**src/rtl/hcvt_pkg.sv**
```systemverilog
package hcvt_pkg;

  // Operand class seen by the magnitude and packing stages.
  typedef enum logic [1:0] {
    CLS_ZERO    = 2'd0,
    CLS_SUBNORM = 2'd1,
    CLS_NORMAL  = 2'd2,
    CLS_SPECIAL = 2'd3
  } hcvt_cls_e;

  localparam int unsigned HALF_EXP_W  = 5;
  localparam int unsigned HALF_FRAC_W = 10;
  localparam int unsigned HALF_BIAS   = 15;

endpackage

```
**src/rtl/hcvt_classify.sv**
```systemverilog
module hcvt_classify #(
  parameter int unsigned EXP_W  = 5,
  parameter int unsigned FRAC_W = 10,
  localparam int unsigned OP_W  = 1 + EXP_W + FRAC_W
) (
  input  logic [OP_W-1:0]   op,
  output logic              sign,
  output logic [EXP_W-1:0]  exp_f,
  output logic [FRAC_W-1:0] frac_f,
  output hcvt_pkg::hcvt_cls_e cls
);

  function automatic hcvt_pkg::hcvt_cls_e classify(
    input logic [EXP_W-1:0] e, input logic [FRAC_W-1:0] f);
    if (&e)        return hcvt_pkg::CLS_SPECIAL;
    else if (e != '0) return hcvt_pkg::CLS_NORMAL;
    else if (f != '0) return hcvt_pkg::CLS_SUBNORM;
    else           return hcvt_pkg::CLS_ZERO;
  endfunction

  always_comb begin
    sign   = op[OP_W-1];
    exp_f  = op[OP_W-2 -: EXP_W];
    frac_f = op[FRAC_W-1:0];
    cls    = classify(exp_f, frac_f);
  end

endmodule

```
**src/rtl/hcvt_magnitude.sv**
```systemverilog
module hcvt_magnitude #(
  parameter int unsigned EXP_W  = 5,
  parameter int unsigned FRAC_W = 10,
  parameter int unsigned BIAS   = 15,
  parameter int unsigned MAG_W  = 16,
  localparam int unsigned EXT_W = MAG_W + FRAC_W
) (
  input  logic [EXP_W-1:0]    exp_f,
  input  logic [FRAC_W-1:0]   frac_f,
  input  hcvt_pkg::hcvt_cls_e cls,
  output logic [MAG_W-1:0]    mag,
  output logic                lost_bits
);

  // Returns {lost, integer magnitude} after dropping the fraction.
  function automatic logic [MAG_W:0] trunc_mag(
    input logic [EXP_W-1:0] e, input logic [FRAC_W-1:0] f, input logic norm);
    logic [EXT_W-1:0] ext;
    int unb;
    ext = '0;
    ext[FRAC_W:0] = {norm, f};
    if (!norm) return {(f != '0), {MAG_W{1'b0}}};
    unb = int'(e) - int'(BIAS);
    if (unb < 0) return {1'b1, {MAG_W{1'b0}}};
    ext = ext << unb;
    return {(ext[FRAC_W-1:0] != '0), ext[EXT_W-1:FRAC_W]};
  endfunction

  logic [MAG_W:0] packed_out;

  always_comb begin
    packed_out = trunc_mag(exp_f, frac_f, cls == hcvt_pkg::CLS_NORMAL);
    if (cls == hcvt_pkg::CLS_SPECIAL) packed_out = '0;
    mag       = packed_out[MAG_W-1:0];
    lost_bits = packed_out[MAG_W];
  end

endmodule

```
**src/rtl/hcvt_pack.sv**
```systemverilog
module hcvt_pack #(
  parameter int unsigned MAG_W    = 16,
  parameter int unsigned NARROW_W = 32,
  parameter int unsigned WIDE_W   = 64
) (
  input  logic              sign,
  input  logic [MAG_W-1:0]  mag,
  input  logic              lost_bits,
  input  logic              is_special,
  input  logic              use_wide,
  input  logic              inv_mask,
  input  logic              suppress_all,
  output logic [WIDE_W-1:0] result,
  output logic              raw_invalid,
  output logic              flag_invalid,
  output logic              flag_inexact,
  output logic              trap_req
);

  // True when the magnitude with its sign fits a signed field of w bits.
  function automatic logic fits(input logic [MAG_W-1:0] m, input logic neg, input int w);
    logic [WIDE_W:0] lim;
    logic [WIDE_W:0] mx;
    lim = ({{WIDE_W{1'b0}}, 1'b1} << (w - 1)) - {{WIDE_W{1'b0}}, !neg};
    mx  = {{(WIDE_W + 1 - MAG_W){1'b0}}, m};
    return mx <= lim;
  endfunction

  function automatic logic [WIDE_W-1:0] indefinite(input logic wide);
    logic [WIDE_W-1:0] v;
    v = '0;
    if (wide) v[WIDE_W-1] = 1'b1;
    else      v[NARROW_W-1] = 1'b1;
    return v;
  endfunction

  logic [WIDE_W-1:0] ext_mag;
  logic [WIDE_W-1:0] signed_val;
  logic              in_range;

  always_comb begin
    ext_mag    = {{(WIDE_W - MAG_W){1'b0}}, mag};
    signed_val = sign ? (~ext_mag + 1'b1) : ext_mag;
    in_range   = fits(mag, sign, use_wide ? int'(WIDE_W) : int'(NARROW_W));
    raw_invalid = is_special || !in_range;
    if (raw_invalid)   result = indefinite(use_wide);
    else if (use_wide) result = signed_val;
    else               result = {{(WIDE_W - NARROW_W){1'b0}}, signed_val[NARROW_W-1:0]};
    flag_invalid = raw_invalid && !suppress_all;
    flag_inexact = lost_bits && !raw_invalid && !suppress_all;
    trap_req     = raw_invalid && !inv_mask && !suppress_all;
  end

endmodule

```
**src/rtl/half_to_int_trunc.sv**
```systemverilog
module half_to_int_trunc #(
  parameter int unsigned EXP_W    = hcvt_pkg::HALF_EXP_W,
  parameter int unsigned FRAC_W   = hcvt_pkg::HALF_FRAC_W,
  parameter int unsigned BIAS     = hcvt_pkg::HALF_BIAS,
  parameter int unsigned NARROW_W = 32,
  parameter int unsigned WIDE_W   = 64,
  localparam int unsigned OP_W    = 1 + EXP_W + FRAC_W,
  localparam int unsigned MAX_UNB = (1 << EXP_W) - 2 - BIAS,
  localparam int unsigned MAG_W   = MAX_UNB + 1
) (
  input  logic              clk,
  input  logic              rst_n,
  input  logic [OP_W-1:0]   op_bits,
  input  logic              wide_sel,
  input  logic              long_mode,
  input  logic              inv_mask,
  input  logic              suppress_all,
  output logic [WIDE_W-1:0] result,
  output logic              flag_invalid,
  output logic              flag_inexact,
  output logic              trap_req
);

  // Named internal events, also observed by the bound checker.
  logic                sgn;
  logic [EXP_W-1:0]    ev_exp;
  logic [FRAC_W-1:0]   ev_frac;
  hcvt_pkg::hcvt_cls_e ev_cls;
  logic [MAG_W-1:0]    ev_mag;
  logic                ev_lost_bits;
  logic                ev_special;
  logic                ev_use_wide;
  logic                ev_invalid;

  logic [WIDE_W-1:0]   nxt_result;
  logic                nxt_inv, nxt_inx, nxt_trap;

  assign ev_special  = (ev_cls == hcvt_pkg::CLS_SPECIAL);
  assign ev_use_wide = long_mode && wide_sel;

  hcvt_classify #(.EXP_W(EXP_W), .FRAC_W(FRAC_W)) u_classify (
    .op(op_bits), .sign(sgn), .exp_f(ev_exp), .frac_f(ev_frac), .cls(ev_cls)
  );

  hcvt_magnitude #(.EXP_W(EXP_W), .FRAC_W(FRAC_W), .BIAS(BIAS), .MAG_W(MAG_W)) u_mag (
    .exp_f(ev_exp), .frac_f(ev_frac), .cls(ev_cls), .mag(ev_mag), .lost_bits(ev_lost_bits)
  );

  hcvt_pack #(.MAG_W(MAG_W), .NARROW_W(NARROW_W), .WIDE_W(WIDE_W)) u_pack (
    .sign(sgn), .mag(ev_mag), .lost_bits(ev_lost_bits), .is_special(ev_special),
    .use_wide(ev_use_wide), .inv_mask(inv_mask), .suppress_all(suppress_all),
    .result(nxt_result), .raw_invalid(ev_invalid), .flag_invalid(nxt_inv),
    .flag_inexact(nxt_inx), .trap_req(nxt_trap)
  );

  always_ff @(posedge clk) begin
    if (!rst_n) begin
      result       <= '0;
      flag_invalid <= 1'b0;
      flag_inexact <= 1'b0;
      trap_req     <= 1'b0;
    end else begin
      result       <= nxt_result;
      flag_invalid <= nxt_inv;
      flag_inexact <= nxt_inx;
      trap_req     <= nxt_trap;
    end
  end

endmodule

```
**config.mk**
```make
export PLATFORM = sky130hd
export DESIGN_NAME = half_to_int_trunc
export DESIGN_NICKNAME = d
export VERILOG_FILES = /design/src/rtl/hcvt_pkg.sv /design/src/rtl/hcvt_classify.sv /design/src/rtl/hcvt_magnitude.sv /design/src/rtl/hcvt_pack.sv /design/src/rtl/half_to_int_trunc.sv
export SDC_FILE = /design/constraint.sdc
export NUM_CORES = 1
export LEC_CHECK = 0
export ABC_AREA = 1
export CORE_MARGIN = 2
export CORE_UTILIZATION = 48
export DETAILED_ROUTE_END_ITERATION = 8
export GPL_ROUTABILITY_DRIVEN = 0
export GPL_TIMING_DRIVEN = 0
export PLACE_DENSITY = 0.85
export SLEW_MARGIN = 20
export SYNTH_ARGS = -nofsm -noshare
export SYNTH_HDL_FRONTEND = slang
export SYNTH_SLANG_ARGS = --single-unit
```
**constraint.sdc**
```tcl
create_clock -name clk -period 3.6 [get_ports clk]
set_input_delay 0.54 -clock clk [delete_from_list [all_inputs] [get_ports clk]]
set_output_delay 0.54 -clock clk [all_outputs]
set_load 0.005 [all_outputs]
```
# After elaboration in Yosys (flattened, before gate mapping)
# Cells that the tools add are included.
# Widths: inputs -> output; s select.
[word_totals] in_bits=22 regBits=67 elab_cells=54 out_inout_bits=67
[op_classes] bitwise_logic=4 order_cmp=2 n_shift=2 n_reduce_logical=18 mux=16 n_addsub=4 n_eq_ne=2
[ops] op="$mux 64" n=3
[ops] op="$mux 17" n=5
[ops] op="$le 16x65->1" n=1
[ops] op="$shl 1x32->65 const A" n=1
[ops] op="$sub 65x1->65" n=1
[ops] op="$add 64x1->64 const B" n=1
[ops] op="$not 16->64" n=1
[ops] op="$lt 32x1->1 const B" n=1
[ops] op="$shl 11x32->26" n=1
[ops] op="$sub 32x2->32 const B" n=1
[ops] op="$reduce_bool 10->1" n=2
[ops] op="$mux 7" n=1
[ops] op="$logic_and 1x1->1" n=6
[ops] op="$sub 5x4->6 const B" n=1
[ops] op="$logic_not 1->1" n=5
[ops] op="$mux 1" n=5
[ops] op="$reduce_and 5->1" n=1
[ops] op="$reduce_bool 5->1" n=1
[ops] op="$eq 2x2->1 const B" n=2
[ops] op="$mux 2" n=2
[ops] op="$reduce_or 4->1" n=1
[ops] op="$not 1->1" n=3
[ops] op="$reduce_or 2->1" n=1
[ops] op="$logic_or 1x1->1" n=1

# Depth between registers and ports, before layout
# Gate-level depths: netlist (run 1).
[logic_depth] depth_word=16 mapped_depth=21 depth_no_buf=20

# By module
# From an unflattened synthesis (run 1), not the netlist that was laid out.
[unflattened] cells_unflattened=601 area_unflattened_um2=3977.6
[modules_own_cells] mod="half_to_int_trunc" area_each_um2=1904.3 n_inst=1 cells_each=212 seq_area_each_um2=1341.3
[modules_own_cells] mod="hcvt_magnitude" area_each_um2=1017.2 n_inst=1 cells_each=182 seq_area_each_um2=0.0
[modules_own_cells] mod="hcvt_pack" area_each_um2=857.1 n_inst=1 cells_each=173 seq_area_each_um2=0.0
[modules_own_cells] mod="hcvt_classify" area_each_um2=198.9 n_inst=1 cells_each=34 seq_area_each_um2=0.0

# Worst setup path before layout (run 1)
# No wires, ideal clock.
[synth_path] path_kind="input-to-reg" from="input port op_bits[10]" to="register result[20]" n_path_buf=3 path_stages=16 t_arrival_ns=2.890 slack_ns=0.579 required_time_ns=3.469 setup_ns=0.131 path_cell_list="inv_1 > clkbuf_1 > ha_1 > inv_1 > buf_2 > nand3_1 > nand3_1 > nand2_2 > a21oi_2 > ha_1 > nand3_2 > nor2_4 > nand3_4 > nor3_4 > buf_6 > nor2_2"
[synth_between] elab_chain_len=12 elab_cells_between_ends=23 classes_between="2 x add/sub; 2 x order compare; 2 x eq/ne; 1 x shift; 10 x mux; 1 x bitwise; 5 x reduce/logical"
[synth_lines] element="start, declared" line="half_to_int_trunc.sv:13" rtl="input logic [OP_W-1:0] op_bits,"
[synth_lines] element="branches (longest 12 deep; another with $add 64x1->64)"
[synth_lines] element="end signal, assigned" line="half_to_int_trunc.sv:63" rtl="result <= nxt_result;"
[synth_lines] element="end, declared" line="half_to_int_trunc.sv:18" rtl="output logic [WIDE_W-1:0] result,"
# Several ways; the timed one is not identified. The select of a mux whose other input is x is not followed.
# A chain may end at the register's enable or synchronous reset.

# Final worst setup path (run 1)
[layout_path] from="input port op_bits[11]" to="register result[28]"
# The elaborated chain is that of the path after synthesis.

==> key figures, run 1 <==
Clock tree
  • Clock Path Buffers: 2
  • TritonCTS clock tree: yes
  • CTS root buf: clkbuf_8
  • Clock-pin transition on the worst setup and hold timing paths: 100 ps
  • CTS Buf Count: 5
  • Clk sinks: 50
  • Post-CTS Hold Buffers: 0
  • H-tree depth: 2

Pwr
  • Clock power frac: 0.229
  • Static Leak: 1.82 nW
  • Seq pwr share: 0.403
  • Logic gate share of total power: 0.368
  • Net Sw Power: 0.000526 W
  • Int Pwr: 0.000987 W
  • Total power: 0.00151 W
  • Net Sw Frac: 0.348
  • Worst VDD drop: 221 µV
  • Pwr dens: 375 mW/mm²

Final layout
  • Layout fillers: 498
  • Fin area: around 0.0040 mm²
  • Area grow syn2layout: 37.8%
  • Multi-input logic area: 0.00159 mm²
  • Nets: 540
  • Register area: 0.00100 mm²
  • Ratio of cells with drive above 1 in the final layout: 0.181
  • Non-Filler Instances: 589
  • N_diodes: 0

Drt
  • Routed Antenna Nets: 0
  • Drt pass-1 iters: 5
  • WL final: 7770 µm
  • Via density: around 5.4
  • Average wire per standard cell: 13.2 µm
  • Detailed-route DRC error count: 0
  • Total number of vias: 3,167
  • 1st-iter DRT viols: 223

STA
  • Final Slew Violations: 0
  • Final worst-path cycle share: 0.953
  • Setup violators final: 0
  • Minimum hold slack: 767 ps
  • Worst slew pin tran: between 500 and 600 ps
  • Hold Vio Cnt, Final: 0
  • Rel. slew slack: 0.624
  • Final worst path period need: about 3400 ps
  • FMAX: between 200 and 300 MHz

Setup path
  • Worst EP arrival: roughly 3600 ps
  • Crit path buffers/inverters: 5
  • Slowest cell on the critical path: clkdlybuf4s50_1
  • Setup CP Type: input pin to flop
  • CP required: 3790 ps
  • CP peak stage delay: 520 ps
  • Worst path cell trace: clkdlybuf4s50_1 > ha_2 > nand2_1 > nor2_1 > ha_2 > inv_4 > nor2_1 > inv_2 > nor2_8 > inv_1 > nor2_1 > a21oi_2 > ha_2 > nand3_2 > nor2_4 > nand3_4 > nor3_4 > buf_6 > nor2_2
  • Crit. End Element: flop
  • Worst-path fanout max: 10
  • Worst setup SP type: input pin
  • CP delay by family, top: simple AND/OR/NAND/NOR gates

Logic synthesis
  • Syn_area_per_cell: 7.02 µm²
  • XOR/XNOR Fraction of Synth Area: 0.00556
  • Top post-synthesis cells by area: dfxtp_1 (34%), nand3_1 (12%), nand2_1 (9.6%)
  • Mux cell area share after synthesis: 0
  • Ys flop type: dfxtp_1
  • Simple-gate share of the synthesized area: 0.423
  • Compound-cell area share of the yosys netlist: 0.0846
  • Cells after synthesis: 417
  • Yosys top cell area share: 0.342
  • Post-synth cell types: 33
  • Post-synth top area cell: dfxtp_1
  • Seq/Total Area, Yosys: 0.342
  • Largest family of logic cells by synthesized area: simple AND/OR/NAND/NOR gates
  • Post-synth EDFFs: 0
  • Yosys Warn Count: 0
  • Post-Syn Nets: 444
  • Synthesized flop and latch total: 50
  • Adder-cell share of the synthesized area: 0.0214
  • Asr flop ratio synth: 0
  • Mapped Area: 0.00293 mm²

GRT
  • Global-route wire length before repair: ~13,000 µm
  • Gr usage total: 0.239
  • Pin count of the biggest net entering global routing: 19
  • GR Overflow Total: 0
  • Vias in the first global route: 2,883
  • Initial antenna violation count: 0

Floorplanning
  • Die width: 82.1 µm
  • I/O pins: a little under 90
  • Initial Util: 0.495
  • Count of standard-cell rows: 28
  • DIE HEIGHT: between 80 and 90 µm
  • Die ar.: 0.00674 mm²
  • Core area: roughly 0.006 mm²

Placement
  • Placed cells: 580
  • Port Buf Inserts: about 90
  • Detailed placement HPWL: 6240 µm
  • Area of placed instances: 0.00390 mm²

Hold path
  • Hold/Removal Path Class: input pin to flop

Outcome
  • Status: finished clean

Job
  • Max cap viols: 0
-- worst paths after layout --
path | end | depth (start not counted) | from
max | result[28]$_SDFF_PP0_ | 19 | op_bits[11]
min | trap_req$_SDFF_PN0_ | 2 | inv_mask
-- metal layers --
layer,vias to the layer above,routed length [µm],GRT usage
met5,-,0,0
met3,37,706,0.0359
li1,1541,-,-
met2,195,3780,0.420
met1,1394,2980,0.281
met4,0,303,0.122
-- registers in the layout, indices dropped and copies added, names as in the netlist --
signal        cells
flag_invalid      1
trap_req          1
result           47
flag_inexact      1
-- cells in the final DEF, fill, tap and decap left out, types with 3 or more instances in the layout --
| cell type | count |
|---|---|
| a21oi_1 | 16 |
| a21oi_2 | 4 |
| buf_2 | 4 |
| buf_4 | 20 |
| buf_6 | 4 |
| clkbuf_1 | 6 |
| clkbuf_8 | 5 |
| clkdlybuf4s50_1 | 87 |
| dfxtp_1 | 50 |
| ha_2 | 4 |
| inv_1 | 28 |
| inv_2 | 6 |
| nand2_1 | 75 |
| nand2_2 | 9 |
| nand3_1 | 71 |
| nand3_2 | 8 |
| nand4_1 | 7 |
| nor2_1 | 47 |
| nor2_2 | 13 |
| nor2_4 | 4 |
| nor3_1 | 3 |
| nor4_1 | 6 |
| o21ai_0 | 16 |
| o21ai_1 | 3 |
-- power groups by stage --
stage	Clock [W]	Combinational (W)	Sequential [W]
after floorplan	0	0.000323	0.000628
after global placement	0	0.000521	0.000622
after detailed placement	0	0.000533	0.000623
after CTS	0.000350	0.000536	0.000610
after global routing	0.000373	0.000615	0.000614
final	0.000347	0.000557	0.000609
-- synth_stat cells, types with 6 or more instances --
master	number
nor2_1	48
o21ai_0	16
nand3_1	72
nand4_1	7
nand3_2	7
a21oi_1	16
nor2_2	12
nand2_2	9
buf_4	18
clkbuf_1	7
dfxtp_1	50
inv_1	30
nand2_1	75
nor4_1	6
-- area by class of cell --
cell class | count | area share
multi-input cells | 298 | 0.393
flip-flops and latches | 50 | 0.248
repair buffers | 90 | 0.222
plain buffers | 32 | 0.0552
inverters | 36 | 0.0344
well taps | 75 | 0.0233
clock buffers | 5 | 0.0171
clock inverters | 3 | 0.00713
-- repair_timing --
action | in CTS | in global routing
gates resized for setup | 2 | 9
endpoints found under the setup margin | 25 | 13
buffers inserted | 0 | 2
pin swaps | 0 | 2
-- cell families (layout without fill, tap and decap cells) --
logic type | after synthesis | count (layout)
adders and majority gates | 5 | 5
DFF | 50 | 50
AOI/OAI and AO/OA | 43 | 43
and+or+nand+nor | 249 | 249
xor gates and xnor gates | 1 | 1
buffers and inverters | 69 | 166
-- metrics by stage --
stage | TNS, ps | setup WS (ps) | util
after floorplan | 0 | 579 | -
after global placement | -12680 | -531 | 0.659
after detailed placement | -15300 | -606 | 0.659
after CTS | 0 | 103 | 0.675
after global routing | -431 | -48.9 | 0.682
final | 0 | 169 | 0.682
Power figures use the tool's default switching activity.
==> run 2, diff against run 1 <==
Settings changed: CORE_UTILIZATION 48 to 49, CTS_BUF_LIST set to sky130_fd_sc_hd__clkbuf_2, CTS_CLUSTER_SIZE set to 14, PLACE_DENSITY 0.85 to 0.86.
Clock period 3.6 ns to 3.94 ns, I/O delays scaled along.
==> run 2 against run 1 <==
Net effect: flip-flop and latch count stayed put; non-clock buffer count is 2 lower; first-iteration DRC count is 11% lower; combinational power is 12% lower; clock power is 36% lower; global-route usage is 1.1 points lower; utilization is 0.60 points lower; final area is 2.0% lower; cell count is 0.34% lower; wire length is 3.7% lower; setup slack better by 73 ps; die area is 1.9% lower; critical endpoint is now result[15]$_SDFF_PP0_; largest cell class unchanged.
==> key figures, run 2 (synthesized netlist as in run 1, its figures left out) <==
Outcome
  • Status: finished clean (unchanged)

Final layout
  • Max reg flops: 47 (unchanged)
  • N_diodes: 0 (unchanged)
  • Commonest non-fill, non-tap cell in the layout: clkdlybuf4s50_1 (unchanged)
  • Ratio of cells with drive above 1 in the final layout: 0.160 (was 0.181)
  • Non-Filler Instances: 587 (was 589)
  • Nets: 538 (was 540)
  • Layout fillers: 495 (was 498)
  • Area grow syn2layout: 35.0% (was 37.8%)
  • Most frequent cells in the layout: clkdlybuf4s50_1 (88), nand2_1 (75), nand3_1 (72) (was clkdlybuf4s50_1 (87), nand2_1 (75), nand3_1 (71))
  • Most flop-heavy register: result (unchanged)

Drt
  • 1st-iter DRT viols: 199 (was 223)
  • WL final: 7490 µm (was 7770 µm)
  • Met2 WL post-DR: 3710 µm (was 3780 µm)
  • Wire length on met1: 2960 µm (was 2980 µm)
  • DR WL met3: 605 µm (was 706 µm)
  • Average wire per standard cell: 12.8 µm (was 13.2 µm)
  • Detailed-route DRC error count: 0 (unchanged)
  • Via density: 5.27 (was 5.38)
  • Routed Antenna Nets: 0 (unchanged)
  • Total number of vias: 3,095 (was 3,167)
  • Top Layer Used: met4 (unchanged)
  • Drt pass-1 iters: 5 (unchanged)

Placement
  • Dpl ws: -338 ps (was -606 ps)
  • Port Buf Inserts: 88 (unchanged)
  • Placed cells: 580 (unchanged)
  • Detailed placement HPWL: 6160 µm (was 6240 µm)

Clock tree
  • Clk sinks: 50 (unchanged)
  • TritonCTS clock tree: yes (unchanged)
  • Post-CTS Hold Buffers: 0 (unchanged)
  • CTS resizes: 0 (was 2)
  • CTS root buf: clkbuf_2 (was clkbuf_8)
  • # Post-CTS Setup Buffers: 0 (unchanged)
  • Clock Path Buffers: 2 (unchanged)
  • Clock-pin transition on the worst setup and hold timing paths: 250 ps (was 100 ps)
  • CTS Buf Count: 5 (unchanged)
  • H-tree depth: 2 (unchanged)

Job
  • Max cap viols: 0 (unchanged)

Pwr
  • Net Sw Power: 0.000459 W (was 0.000526 W)
  • Worst VDD drop: 169 µV (was 221 µV)
  • Net Sw Frac: 0.361 (was 0.348)
  • Seq pwr share: 0.439 (was 0.403)
  • Clock power frac: 0.175 (was 0.229)
  • Int Pwr: 0.000813 W (was 0.000987 W)
  • Static Leak: 1.79 nW (was 1.82 nW)
  • Logic gate share of total power: 0.386 (was 0.368)
  • Pwr dens: 322 mW/mm² (was 375 mW/mm²)

STA
  • FMAX: 270 MHz
  • Final Slew Violations: 0 (unchanged)
  • Hold Vio Cnt, Final: 0 (unchanged)
  • Final worst path period need: 3700 ps
  • Rel. slew slack: 0.627 (was 0.624)
  • Worst slew pin tran: 557 ps (was 562 ps)
  • RSZ-0062 raised after global routing: false
  • Final worst-path cycle share: 0.939
  • Setup violators final: 0 (unchanged)
  • Worst setup margin: 242 ps (was 169 ps)

Floorplanning
  • DIE HEIGHT: 81.3 µm (was 82.1 µm)
  • I/O pins: 89 (unchanged)
  • Die width: 81.3 µm (was 82.1 µm)
  • Core area: 0.00585 mm² (was 0.00592 mm²)
  • Initial Util: 0.500 (was 0.495)
  • Count of standard-cell rows: 28 (unchanged)
  • Die ar.: 0.00661 mm² (was 0.00674 mm²)

Setup path
  • Worst path cell trace: clkdlybuf4s50_1 > inv_1 > ha_1 > inv_1 > buf_2 > nand3_1 > nand3_1 > nor2_1 > a21oi_2 > nand3_1 > nor2_2 > nand3_2 > nor3_1 > ha_1 > nand3_1 > o21ai_0 (was clkdlybuf4s50_1 > ha_2 > nand2_1 > nor2_1 > ha_2 > inv_4 > nor2_1 > inv_2 > nor2_8 > inv_1 > nor2_1 > a21oi_2 > ha_2 > nand3_2 > nor2_4 > nand3_4 > nor3_4 > buf_6 > nor2_2)
  • Worst-path fanout max: 14 (was 10)
  • Worst path most repeated cell: nand3_1
  • Setup CP Type: input pin to flop (unchanged)
  • CP peak stage delay: 600 ps (was 520 ps)
  • CP required: 4270 ps (was 3790 ps)
  • Worst EP arrival: 4030 ps (was 3620 ps)
  • Worst setup SP type: input pin (unchanged)
  • Slowest cell on the critical path: clkdlybuf4s50_1 (unchanged)
  • Crit. End Element: flop (unchanged)

GRT
  • Pin count of the biggest net entering global routing: 19 (unchanged)
  • Initial antenna violation count: 0 (unchanged)
  • Global-route wire length before repair: 11,900 µm (was 12,600 µm)
  • Vias in the first global route: 2,752 (was 2,883)
  • GR Overflow Total: 0 (unchanged)
  • Gr usage total: 0.228 (was 0.239)

Hold path
  • Hold/Removal Path Class: input pin to flop (unchanged)
run 2: cell types whose count changed in the layout (fill, tap and decap cells not counted), sizes merged:
cell,delta
clkinv,+1
buf,-2
inv,-1
clkdlybuf4s50,+1
dlygate4sd2,-1
run 2: power groups by stage:
stage	Clock, W	Sequential [W]	Combinational [W]
after floorplan	0	0.000574	0.000295
after global placement	0	0.000568	0.000475
after detailed placement	0	0.000569	0.000485
after CTS	0.000226	0.000559	0.000487
after global routing	0.000248	0.000564	0.000538
final	0.000222	0.000559	0.000491
run 2: area by class of cell:
| type | count | area [µm²] | area share |
|---|---|---|---|
| Clock inverter | 3 | 28.8 | 0.00728 |
| Timing Repair Buffer | 88 | 881 | 0.223 |
| Buffer | 32 | 223 | 0.0563 |
| Tap cell | 75 | 93.8 | 0.0237 |
| Sequential cell | 50 | 1000 | 0.253 |
| Clock buffer | 5 | 25.0 | 0.00633 |
| Inverter | 36 | 136 | 0.0345 |
| Multi-Input combinational cell | 298 | 1560 | 0.396 |
run 2: critical path, delay by kind of cell:
family,cells,cell delay [ps]
buf+inv,4,1280
simple gates,8,1170
fa+ha+maj,2,700
compound gates,2,280
run 2: path summary, 6_finish.rpt:
path / start / end / slack [ps] / depth (start not counted)
hold / removal: inv_mask / trap_req$_SDFF_PN0_ / 680 / 2
setup / recovery: op_bits[10] / result[15]$_SDFF_PP0_ / 240 / 16
run 2: metal layers:
layer,global-route usage,up-vias
li1,-,1543
met1,0.261,1366
met2,0.416,162
met3,0.0367,24
met4,0.0983,0
met5,0,-
run 2: through the flow:
stage          area, µm²  TNS [ps]   util  hold WS, ps  total power, W
2_1_floorplan       2930         0      -          669        0.000869
3_3_place_gp        3900     -2710  0.667         1150         0.00104
3_5_place_dp        3900     -4830  0.667         1150         0.00105
4_1_cts             3960         0  0.676          669         0.00127
5_1_grt             3950         0  0.676          652         0.00135
6_report            3950         0  0.676          675         0.00127
